## src/rtl/sctl_pkg.sv

```systemverilog
package sctl_pkg;
  localparam int ADDR_W  = 7;
  localparam int DATA_W  = 8;
  localparam int HDR_W   = 1 + ADDR_W;
  localparam int FRAME_W = HDR_W + DATA_W;
  localparam int CNT_W   = $clog2(FRAME_W + 1);

  typedef struct packed {
    logic              rd;
    logic [ADDR_W-1:0] addr;
    logic [DATA_W-1:0] data;
  } frame_t;
endpackage

```

## src/rtl/sctl_rst_sync.sv

```systemverilog
module sctl_rst_sync #(
  parameter int STAGES = 2
) (
  input  logic clk,
  input  logic rst_n_i,
  output logic rst_n_o
);
  logic [STAGES-1:0] sync_q;
  logic [STAGES-1:0] sync_d;

  always_comb sync_d = {sync_q[STAGES-2:0], 1'b1};

  always_ff @(posedge clk or negedge rst_n_i) begin
    if (!rst_n_i) sync_q <= '0;
    else          sync_q <= sync_d;
  end

  assign rst_n_o = sync_q[STAGES-1];
endmodule

```

## src/rtl/sctl_sync.sv

```systemverilog
module sctl_sync #(
  parameter int             W       = 1,
  parameter int             STAGES  = 2,
  parameter logic [W-1:0]   RST_VAL = '0
) (
  input  logic         clk,
  input  logic         rst_n,
  input  logic [W-1:0] d_i,
  output logic [W-1:0] q_o
);
  logic [W-1:0] stg_q [STAGES];
  logic [W-1:0] stg_d [STAGES];

  for (genvar s = 0; s < STAGES; s++) begin : g_stage
    if (s == 0) begin : g_first
      assign stg_d[s] = d_i;
    end else begin : g_next
      assign stg_d[s] = stg_q[s-1];
    end
    always_ff @(posedge clk or negedge rst_n) begin
      if (!rst_n) stg_q[s] <= RST_VAL;
      else        stg_q[s] <= stg_d[s];
    end
  end

  assign q_o = stg_q[STAGES-1];
endmodule

```

## src/rtl/sctl_frame.sv

```systemverilog
module sctl_frame
  import sctl_pkg::*;
(
  input  logic              clk,
  input  logic              rst_n,
  input  logic              sel_act,
  input  logic              sclk_s,
  input  logic              sdi_s,
  input  logic [DATA_W-1:0] rd_data,
  output logic [ADDR_W-1:0] rd_addr,
  output logic              wr_en,
  output logic [ADDR_W-1:0] wr_addr,
  output logic [DATA_W-1:0] wr_data,
  output logic              sdo,
  output logic              sdo_en,
  output logic [CNT_W-1:0]  bit_cnt
);
  localparam logic [CNT_W-1:0] CNT_HDR  = CNT_W'(HDR_W);
  localparam logic [CNT_W-1:0] CNT_FULL = CNT_W'(FRAME_W);
  localparam logic [CNT_W-1:0] CNT_LAST = CNT_W'(FRAME_W - 1);

  logic               sclk_d_q;
  logic [CNT_W-1:0]   cnt_q, cnt_d;
  frame_t             sh_q, sh_d;
  logic [DATA_W-1:0]  tx_q, tx_d;
  logic               en_q, en_d;
  logic               wrq_q, wrq_d;
  logic               rise, fall;

  always_comb begin
    rise  = sclk_s & ~sclk_d_q;
    fall  = ~sclk_s & sclk_d_q;
    cnt_d = cnt_q;
    sh_d  = sh_q;
    tx_d  = tx_q;
    en_d  = en_q;
    wrq_d = 1'b0;
    if (!sel_act) begin
      cnt_d = '0;
      en_d  = 1'b0;
    end else begin
      if (rise && cnt_q != CNT_FULL) begin
        sh_d  = frame_t'({sh_q[FRAME_W-2:0], sdi_s});
        cnt_d = cnt_q + 1'b1;
        if (cnt_q == CNT_LAST) wrq_d = ~sh_q[FRAME_W-2];
      end
      if (fall) begin
        if (cnt_q == CNT_HDR && sh_q[HDR_W-1]) begin
          tx_d = rd_data;
          en_d = 1'b1;
        end else if (cnt_q == CNT_FULL) begin
          en_d = 1'b0;
        end else if (en_q) begin
          tx_d = {tx_q[DATA_W-2:0], 1'b0};
        end
      end
    end
  end

  always_ff @(posedge clk or negedge rst_n) begin
    if (!rst_n) begin
      sclk_d_q <= 1'b0;
      cnt_q    <= '0;
      sh_q     <= '0;
      tx_q     <= '0;
      en_q     <= 1'b0;
      wrq_q    <= 1'b0;
    end else begin
      sclk_d_q <= sclk_s;
      cnt_q    <= cnt_d;
      sh_q     <= sh_d;
      tx_q     <= tx_d;
      en_q     <= en_d;
      wrq_q    <= wrq_d;
    end
  end

  // After the header the address sits in the low bits of the shifter.
  assign rd_addr = sh_q[ADDR_W-1:0];
  assign wr_en   = wrq_q;
  assign wr_addr = sh_q.addr;
  assign wr_data = sh_q.data;
  assign sdo     = en_q & tx_q[DATA_W-1];
  assign sdo_en  = en_q;
  assign bit_cnt = cnt_q;
endmodule

```

## src/rtl/sctl_regfile.sv

```systemverilog
module sctl_regfile #(
  parameter int ADDR_W      = 7,
  parameter int DATA_W      = 8,
  parameter int REG_BASE    = 16,
  parameter int NUM_REGS    = 8,
  parameter int BYPASS_ADDR = 20,
  parameter int BYPASS_BIT  = 0
) (
  input  logic              clk,
  input  logic              rst_n,
  input  logic              wr_en,
  input  logic [ADDR_W-1:0] wr_addr,
  input  logic [DATA_W-1:0] wr_data,
  input  logic [ADDR_W-1:0] rd_addr,
  output logic [DATA_W-1:0] rd_data,
  output logic              bypass_o
);
  localparam int BYP_IDX = BYPASS_ADDR - REG_BASE;

  logic [DATA_W-1:0] reg_q [NUM_REGS];
  logic [DATA_W-1:0] reg_d [NUM_REGS];

  for (genvar i = 0; i < NUM_REGS; i++) begin : g_reg
    always_comb begin
      reg_d[i] = reg_q[i];
      if (wr_en && wr_addr == ADDR_W'(REG_BASE + i)) reg_d[i] = wr_data;
    end
    always_ff @(posedge clk or negedge rst_n) begin
      if (!rst_n) reg_q[i] <= '0;
      else        reg_q[i] <= reg_d[i];
    end
  end

  always_comb begin
    rd_data = '0;
    for (int i = 0; i < NUM_REGS; i++) begin
      if (rd_addr == ADDR_W'(REG_BASE + i)) rd_data = reg_q[i];
    end
  end

  assign bypass_o = reg_q[BYP_IDX][BYPASS_BIT];
endmodule

```

## src/rtl/sctl_port.sv

```systemverilog
module sctl_port
  import sctl_pkg::*;
#(
  parameter int REG_BASE    = 16,
  parameter int NUM_REGS    = 8,
  parameter int BYPASS_ADDR = 20,
  parameter int BYPASS_BIT  = 0,
  parameter int SYNC_STAGES = 2
) (
  input  logic clk,
  input  logic rst_n,
  input  logic csel_n,
  input  logic sclk,
  input  logic sdi,
  output logic sdo,
  output logic sdo_en,
  output logic ext_filter_sel
);
  logic              rst_n_s;
  logic [2:0]        pins_s;
  logic              sel_act;
  logic              sclk_s;
  logic              sdi_s;
  logic [ADDR_W-1:0] rd_addr;
  logic [DATA_W-1:0] rd_data;
  logic              wr_en;
  logic [ADDR_W-1:0] wr_addr;
  logic [DATA_W-1:0] wr_data;
  logic [CNT_W-1:0]  bit_cnt;

  sctl_rst_sync #(.STAGES(SYNC_STAGES)) u_rst (
    .clk     (clk),
    .rst_n_i (rst_n),
    .rst_n_o (rst_n_s)
  );

  sctl_sync #(.W(3), .STAGES(SYNC_STAGES), .RST_VAL(3'b100)) u_sync (
    .clk   (clk),
    .rst_n (rst_n_s),
    .d_i   ({csel_n, sclk, sdi}),
    .q_o   (pins_s)
  );

  assign sel_act = ~pins_s[2];
  assign sclk_s  = pins_s[1];
  assign sdi_s   = pins_s[0];

  sctl_frame u_frame (
    .clk     (clk),
    .rst_n   (rst_n_s),
    .sel_act (sel_act),
    .sclk_s  (sclk_s),
    .sdi_s   (sdi_s),
    .rd_data (rd_data),
    .rd_addr (rd_addr),
    .wr_en   (wr_en),
    .wr_addr (wr_addr),
    .wr_data (wr_data),
    .sdo     (sdo),
    .sdo_en  (sdo_en),
    .bit_cnt (bit_cnt)
  );

  sctl_regfile #(
    .ADDR_W      (ADDR_W),
    .DATA_W      (DATA_W),
    .REG_BASE    (REG_BASE),
    .NUM_REGS    (NUM_REGS),
    .BYPASS_ADDR (BYPASS_ADDR),
    .BYPASS_BIT  (BYPASS_BIT)
  ) u_regs (
    .clk      (clk),
    .rst_n    (rst_n_s),
    .wr_en    (wr_en),
    .wr_addr  (wr_addr),
    .wr_data  (wr_data),
    .rd_addr  (rd_addr),
    .rd_data  (rd_data),
    .bypass_o (ext_filter_sel)
  );
endmodule

```

## config.mk

```make
export PLATFORM = sky130hd
export DESIGN_NAME = sctl_port
export DESIGN_NICKNAME = d
export VERILOG_FILES = /design/src/rtl/sctl_pkg.sv /design/src/rtl/sctl_rst_sync.sv /design/src/rtl/sctl_sync.sv /design/src/rtl/sctl_frame.sv /design/src/rtl/sctl_regfile.sv /design/src/rtl/sctl_port.sv
export SDC_FILE = /design/constraint.sdc
export NUM_CORES = 1
export LEC_CHECK = 0
export ABC_AREA = 1
export BUFFER_PORTS_ARGS = -buffer_cell sky130_fd_sc_hd__buf_2
export CAP_MARGIN = 0
export CORE_ASPECT_RATIO = 1.5
export CORE_MARGIN = 1.5
export CORE_UTILIZATION = 30
export CTS_CLUSTER_DIAMETER = 200
export DETAILED_ROUTE_END_ITERATION = 6
export GPL_TIMING_DRIVEN = 0
export MAX_ROUTING_LAYER = met4
export PLACE_DENSITY_LB_ADDON = 0.08
export SLEW_MARGIN = 20
export SYNTH_ARGS = -nofsm -noshare
export SYNTH_HDL_FRONTEND = slang
export SYNTH_HIERARCHICAL = 1
export SYNTH_SLANG_ARGS = --single-unit
export TNS_END_PERCENT = 10
```

## constraint.sdc

```tcl
create_clock -name clk -period 2.8 [get_ports clk]
set_input_delay 0.56 -clock clk [delete_from_list [all_inputs] [get_ports clk]]
set_output_delay 0.56 -clock clk [all_outputs]
set_load 0.02 [all_outputs]
```

# ---- Word-level counts from Yosys, hierarchy flattened
# Index checks and enable logic that the tools add are counted.
dict set report totals {
  word_cells 84
  inputBits 5
  reg_bits 103
}
dict set report classes {
  n_eq_ne 21
  add_sub_neg 1
  n_reduce_logical 17
  mux 20
  bitwise_logic 7
}
# operator count
set op_table {}
lappend op_table {{7-bit by 5-bit == test with 1-bit output (second input constant)} 16}
lappend op_table {{8-bit 2-to-1 mux} 11}
lappend op_table {{5-bit by 4-bit == test with 1-bit output (second input constant)} 2}
lappend op_table {{1-bit logical AND} 10}
lappend op_table {{5-bit 2-to-1 mux} 2}
lappend op_table {{1-bit 2-to-1 mux} 7}
lappend op_table {{2-bit nonzero test} 3}
lappend op_table {{5-bit by 1-bit adder with 5-bit output (second input constant)} 1}
lappend op_table {{5-bit == test (second input constant)} 1}
lappend op_table {{5-bit != test (second input constant)} 1}
lappend op_table {{1-bit inverter} 4}
lappend op_table {{2-bit AND reduction} 2}
lappend op_table {{4-bit AND reduction} 1}
lappend op_table {{1-bit bitwise AND} 3}
lappend op_table {{3-bit nonzero test} 1}
lappend op_table {{2-bit by 1-bit != test with 1-bit output (second input constant)} 1}

# ---- Depth between registers and ports, before layout
# Gate-level depths: netlist (run 1).
dict set report depth {
  depth_word 10
  depth_mapped 14
  depth_no_buf 13
}

# ---- Modules after synthesis
# The synthesis (run 1) kept the hierarchy.
# mod instances area_each_um2 cells_each
set modules_own_cells {}
lappend modules_own_cells {sctl_regfile 1 3096.7 358}
lappend modules_own_cells {sctl_frame 1 1645.3 190}
lappend modules_own_cells {sctl_sync 1 152.6 6}
lappend modules_own_cells {sctl_rst_sync 1 53.8 3}
lappend modules_own_cells {sctl_port 1 3.8 1}

# ---- Least setup slack after synthesis (run 1)
# OpenSTA, ideal clock, no wires.
dict set report synth_path {
  kind {register to register}
  startpoint {register u_frame.sh_q, in the netlist u_frame/wr_data[5]}
  endpoint {register u_frame.tx_q[4]}
  setup_slack_ps 1200
  t_required_ps 2683
  period_less_slack_ps 1600
  stages_incl_launch_ff 13
  arrival_ps 1483
  path_buffers 1
  setup_ps 117
  path_cell_list {dfrtp_1 -> inv_1 -> nand2_1 -> nor2_1 -> nand2_1 -> buf_2 -> nor2_1 -> o21bai_1 -> nand4_1 -> nand3_1 -> nand2_1 -> nand2_1 -> nand2_1}
}
dict set report synth_between {
  elab_chain_cells 10
  elab_cells_between_ends 17
  classes_between {eq/ne (8); mux (9)}
}
# element line_no
set synth_rtl {}
lappend synth_rtl {{start, declared} sctl_frame.sv:24} ;# frame_t sh_q, sh_d;
lappend synth_rtl {{start signal, assigned} sctl_frame.sv:64} ;# sh_q <= '0;
lappend synth_rtl {{start signal, assigned} sctl_frame.sv:71} ;# sh_q <= sh_d;
lappend synth_rtl {{7-bit by 5-bit == test with 1-bit output} sctl_regfile.sv:37} ;# if (rd_addr == ADDR_W'(REG_BASE + i)) rd_data = reg_q[i];
lappend synth_rtl {{8-bit 2-to-1 mux (7 in a row)} sctl_regfile.sv:37}
lappend synth_rtl {{8-bit 2-to-1 mux (*)} sctl_regfile.sv:37}
lappend synth_rtl {{net rd_data[4]} sctl_port.sv:25} ;# logic [DATA_W-1:0] rd_data;
lappend synth_rtl {{8-bit 2-to-1 mux (*)} sctl_frame.sv:48} ;# if (cnt_q == CNT_HDR && sh_q[HDR_W-1]) begin
lappend synth_rtl {{end signal, assigned} sctl_frame.sv:72} ;# tx_q <= tx_d;
lappend synth_rtl {{end, declared} sctl_frame.sv:25} ;# logic [DATA_W-1:0] tx_q, tx_d;
# The timed path passes the listed nets; every way through them passes the cells marked *.
# A chain may end at the register's enable or synchronous reset.

# ---- Worst setup path in the final report (run 1)
dict set report layout_path {
  startpoint {register u_frame.sh_q, in the netlist u_frame/wr_data[5]}
  endpoint {register u_frame.tx_q[6]}
}
# Same word-level chain as after synthesis.

==> results.cfg, run 1 <==
[status]
outcome = completed

[logic_synthesis]
synth_edf_count = 0
yosys-top-cells-count = nand2_1, dfrtp_1, nand3_1
syn_inst = 558
synth-seq-area-share_pct = 52.10
synth_seq_cells = 103
syn_area_sq_mm = 0.004952
yosys_most_used_dff = dfrtp_1
avgSynthCellArea_sq_um = 8.875
synth_warnings = 6
ys_async_sr_fraction_pct = 100.0
synth_nets = 566
yosysTopAreaCellShare_pct = 51.04
ys_types = 30
synth_area_leaders = dfrtp_1, nand2_1, o21ai_2, nand3_1, o21ai_1
synth_most_common_cell = nand2_1
synth_area_leader_cell = dfrtp_1

[sta]
rsz0062_at_grt = false
slew_violations = 0
max_slew_margin_pct = 28.78
fin_setup_tns_ns = 0
worstMarginPinSlew_ns = 1.060
setup_violations = 0
fin_crit_sh_pct = 76.65
fmax_mhz = 465.9
fin_skew_ns = 0.008235
fin_crit_ns = 2.146
hold_viol = 0

[floorplanning]
io_pins = 8
die_w_um = 107.9
core_area_sq_mm = 0.01619
initial_core_util_pct = 30.59
num_rows = 57
die-area_sq_mm = 0.01730
die_h_um = 160.4

[clock_network]
cts_tree = built
clkTransAtPathRegs_ns = 0.07
cts_max_level = 3
clk_latency_ns = 0.35
cts_buffers = 9
post_cts_buffers = 0
clk_path_buf_depth = 2
post_cts_resized = 0
cts_sinks = 103
cts_root_buf = clkbuf_16

[power_and_ir_drop]
internal-power_w = 0.002595
power.share.sequential_pct = 45.2
power_frac_clock_pct = 43.3
power_density_mw_per_mm2 = 618.8
p_comb_share_pct = 11.5
peakVddDrop_uv = 287.9
leakage_nw = 2.596
switchingPower_w = 0.0009093
fin_total_pwr_w = 0.003504
p_sw_share_pct = 25.95

[place]
place_area_sq_mm = 0.005296
io_buffers = 7
post-dp-hpwl_um = 9118
globalplace.congestion = 0.8035

[global_route]
grt_max_degree = 47
grt_pass1_vias = 3779
antenna_found_initial = 0
grt_pass1_wl_um = 20680
grt_use_total_pct = 16.37
grt_overflow_total = 0

[route]
wl_um = 12540
post_drt_wl_per_cell_um = 15.88
drcViolationCount = 0
vias_per_cell = 4.666
drt_iter0_drc = 162
num_vias = 3686
first_pass_iters = 4
ant_nets = 0

[critical_path]
cp.required_ns = 3.04
r2r_cells = 12
worstPathArrival_ns = 2.39
crit_fanout = 10
crit_path_end_kind = flip-flop
cp-start-kind = flip-flop
crit_type = flip-flop to flip-flop

[cells_and_area]
syn2layout_area_growth_pct = 14.35
final_area_sq_mm = 0.005663
diodes = 0
final_layout_size_suffix_gt1_share_pct = 20.21
fin_nets = 587

[worst_hold_path]
hold_path.class = flip-flop to asynchronous set/reset pin

[flow_run]
maxCapViolCount = 0
critical path: stages (launching register included):
cell and delay (ns):
dfrtp_1 0.43, inv_1 0.09, nand2_1 0.05, nor2_1 0.28, nand2_1 0.25, buf_2 0.25, nor2_1 0.10, o21bai_1 0.16
nand4_1 0.15, nand3_1 0.12, nand2_1 0.06, nand2_1 0.06, nand2_1 0.04
metal layers:
| layer | routed length [um] | global-route usage [%] | vias up |
|---|---|---|---|
| met4 | 142 | 5.024 | 0 |
| met2 | 6656 | 28.03 | 45 |
| met5 | 0 | - | - |
| met1 | 5455 | 19.74 | 1770 |
| met3 | 288 | 2.435 | 10 |
| li1 | - | - | 1861 |
area by class of cell:
| type | instances | area, sq um |
|---|---|---|
| fillers | 1695 | 10530 |
| flip-flops and latches | 103 | 2584 |
| multi-input cells | 385 | 2007 |
| well taps | 206 | 257.7 |
| clock buffers | 12 | 236.5 |
| plain buffers | 24 | 192.7 |
| inverters | 46 | 172.7 |
| clock inverters | 4 | 120.1 |
| repair buffers | 10 | 92.59 |
cell families after synthesis:
family,share of synthesized area (%)
compound gates,12.66
xor+xnor,0.1769
fa+ha+maj,0.7580
buf+inv,7.377
flops,52.10
other cells,0.07572
simple gates,26.86
power groups by stage:
stage | clock (W) | sequential [W] | combinational (W)
after floorplan | 0 | 0.00161 | 0.000264
after global placement | 0 | 0.00163 | 0.000378
after detailed placement | 0 | 0.00162 | 0.000409
after CTS | 0.00158 | 0.00159 | 0.000411
after global routing | 0.00162 | 0.00159 | 0.000452
final | 0.00152 | 0.00158 | 0.000402
cell usage in the layout (no fill, tap or decap), types with 14 or more instances in the layout:
cell       n
o21ai_2   39
buf_2     14
o21ai_1   44
nand2_2   15
nand3_1   63
inv_1     44
nand2_1  163
nor2_1    23
dfrtp_1  100
state kept, by name, indices dropped and copies added, names as in the netlist:
name	cells
u_regs/reg_q	63
u_frame/tx_q	8
u_frame/wr_data	8
u_frame/wr_addr	7
u_frame/bit_cnt	5
u_sync/q_o	3
u_sync/stg_d	3
u_rst/sync_q	2
u_frame/sclk_d_q	1
u_frame/sdo_en	1
u_frame/wr_en	1
u_regs/bypass_o	1
final timing paths:
| kind | start | endpoint | slack, ns |
|---|---|---|---|
| max in group asynchronous | u_rst/sync_q[1] | u_regs/reg_q[6] | 1.72 |
| min reg2reg | u_rst/sync_q[1] | u_sync/q_o[0] | 0.26 |
| min in group clk | csel_n | u_sync/stg_d[2] | 0.31 |
| max reg2reg | u_frame/wr_data[5] | u_frame/tx_q[6] | 0.65 |
| max | u_frame/wr_data[5] | u_frame/tx_q[6] | 0.65 |
| min | u_rst/sync_q[1] | u_sync/q_o[0] | 0.26 |
timing repair:
| action | CTS | global route |
|---|---|---|
| hold endpoints to repair | 2 | 0 |
| hold buffers | 1 | 0 |
| setup endpoints to repair | 0 | 0 |
stage by stage:
step	setup slack, ns	hold slack (ns)	std cells	utilization [%]
finish	0.6537	0.2634	790	34.98
global route	0.2670	0.2927	790	34.98
CTS	0.6055	0.2860	790	34.98
detailed placement	0.6281	0.2810	773	32.71
global placement	0.2968	0.3316	771	32.41
floorplan	1.074	0.2644	558	-
Note: power is estimated with default switching activity, not from simulation.
==> inputs of run 2 (changes only) <==
Clock period 2.8 ns to 1.75 ns, I/O delays scaled along.
==> results.cfg, run 2 (synthesis results as in run 1) <==
[status]
outcome = finished with violations
violations = negative setup slack

[route]
num_vias = 3805
post_drt_wl_per_cell_um = 16.17
wl_um = 13050
drt_iter0_drc = 193
vias_per_cell = 4.715
first_pass_iters = 4
drcViolationCount = 0
ant_nets = 0

[global_route]
grt_pass1_vias = 3852
grt_max_degree = 47
antenna_found_initial = 0
grt_pass1_wl_um = 21200
grt_use_total_pct = 16.78
grt_overflow_total = 0

[floorplanning]
die_w_um = 107.9
initial_core_util_pct = 30.59
num_rows = 57
core_area_sq_mm = 0.01619
io_pins = 8
die-area_sq_mm = 0.01730
die_h_um = 160.4

[critical_path]
cp-start-kind = flip-flop
cp.required_ns = 2.04
slowest_stage = dfrtp_1
critical_path.most_common_cell = nand2_1
cpPeakStageDelay_ns = 0.41
crit_type = flip-flop to flip-flop
crit_fanout = 5
critical_path.top_delay_family = simple AND/OR/NAND/NOR gates
crit_path_end_kind = flip-flop
path_cells = inv_2 -> nand2_2 -> nor2_4 -> buf_12 -> nand2_8 -> buf_6 -> buf_4 -> nand2_1 -> o21bai_1 -> nand4_1 -> nand3_1 -> nand2_1 -> nand2_1 -> nand2_1
worstPathArrival_ns = 2.08
critPathBufInv = 4

[clock_network]
cts_buffers = 9
cts_max_level = 3
cts_sinks = 103
clk_latency_ns = 0.35
clkTransAtPathRegs_ns = 0.07
clk_path_buf_depth = 2
cts_root_buf = clkbuf_16
cts_tree = built

[sta]
rsz0062_at_grt = true
worstMarginPinSlew_ns = 0.5734
fin_crit_ns = 1.791
fin_crit_sh_pct = 102.3
max_slew_margin_pct = 61.73
slew_violations = 0
hold_viol = 0
fin_skew_ns = 0.006600
fmax_mhz = 558.5
setup_violations = 5
fin_ws_ns = -0.04064

[place]
io_buffers = 7
globalplace.congestion = 0.8035
post-dp-hpwl_um = 9118
dpl.cell_count = 773

[cells_and_area]
largest_register_ffs = 63
instances_no_fill = 807
syn2layout_area_growth_pct = 22.36
utilization_pct = 37.43
final_cell_mix = nand2_1, dfrtp_1, nand3_1, o21ai_1, inv_1
final_layout_size_suffix_gt1_share_pct = 28.29
mostFrequentLayoutCell = nand2_1
largest-register = u_regs/reg_q
fin_nets = 604
diodes = 0

[worst_hold_path]
hold_path.class = input pin to flip-flop

[power_and_ir_drop]
leakage_nw = 2.763
fin_total_pwr_w = 0.005961
peakVddDrop_uv = 476.2
power_density_mw_per_mm2 = 983.8

[flow_run]
maxCapViolCount = 0
[run 2: final timing paths]
path,start,to,slack [ns],cells past startpoint
hold reg to reg,u_rst/sync_q[1],u_sync/q_o[0],0.26,0
min in group asynchronous,u_rst/sync_q[1],u_sync/q_o[0],0.26,0
setup / recovery,u_frame/wr_data[5],u_frame/tx_q[2],-0.04,14
max in group asynchronous,u_rst/sync_q[1],u_regs/reg_q[0],0.68,2
hold / removal,csel_n,u_sync/stg_d[2],0.1,1
setup reg to reg,u_frame/wr_data[5],u_frame/tx_q[2],-0.04,14
[run 2: worst reg2reg max path, stage by stage (launching register included)]
cell      delay [ns]
dfrtp_1         0.41
inv_2           0.08
nand2_2         0.06
nor2_4          0.18
buf_12          0.16
nand2_8         0.06
buf_6           0.13
buf_4           0.13
nand2_1         0.06
o21bai_1        0.07
nand4_1         0.12
nand3_1         0.09
nand2_1         0.08
nand2_1         0.05
nand2_1         0.05
[run 2: repair_timing]
action	in CTS	in global routing
cloned	0	2
resized for setup	38	22
endpoints found under the hold margin	2	0
buffers inserted	9	6
hold buffers	1	0
setup endpoints to repair	8	17
pin swaps	7	22
[run 2: power breakdown]
part / internal [W] / leakage (nW) / switching (W) / total (W)
registers: 0.00244 / 1.41 / 0.0000871 / 0.00253
logic: 0.000374 / 1.19 / 0.000624 / 0.000998
clock network: 0.00155 / 0.171 / 0.000888 / 0.00243
total: 0.00436 / 2.76 / 0.00160 / 0.00596
[run 2: layout make-up]
type	count	area, sq um
plain buffers	24	225.2
clock buffers	12	236.5
clock inverters	4	120.1
fillers	1665	10130
inverters	46	172.7
multi-input cells	385	2187
flip-flops and latches	103	2586
well taps	206	257.7
repair buffers	27	274.0
[run 2: stage by stage]
stage               TNS [ns]  hold slack, ns  cell area, sq um  setup slack [ns]
floorplan                  0         0.05441              4954           0.02407
global placement      -76.95          0.1356              5246           -0.7532
detailed placement    -3.033          0.1374              5296           -0.4219
CTS                 -0.08192         0.07964              5863          -0.02548
global route          -1.329         0.08378              6060           -0.1782
finish              -0.09103         0.09934              6060          -0.04064
[run 2: layer usage]
metal	part of all wire, %	global-route usage, %	up-vias
met5	0	-	-
met4	0.98	5.024	0
met3	1.7	2.435	8
met2	54	29.04	29
met1	43	20.07	1875
li1	-	-	1893
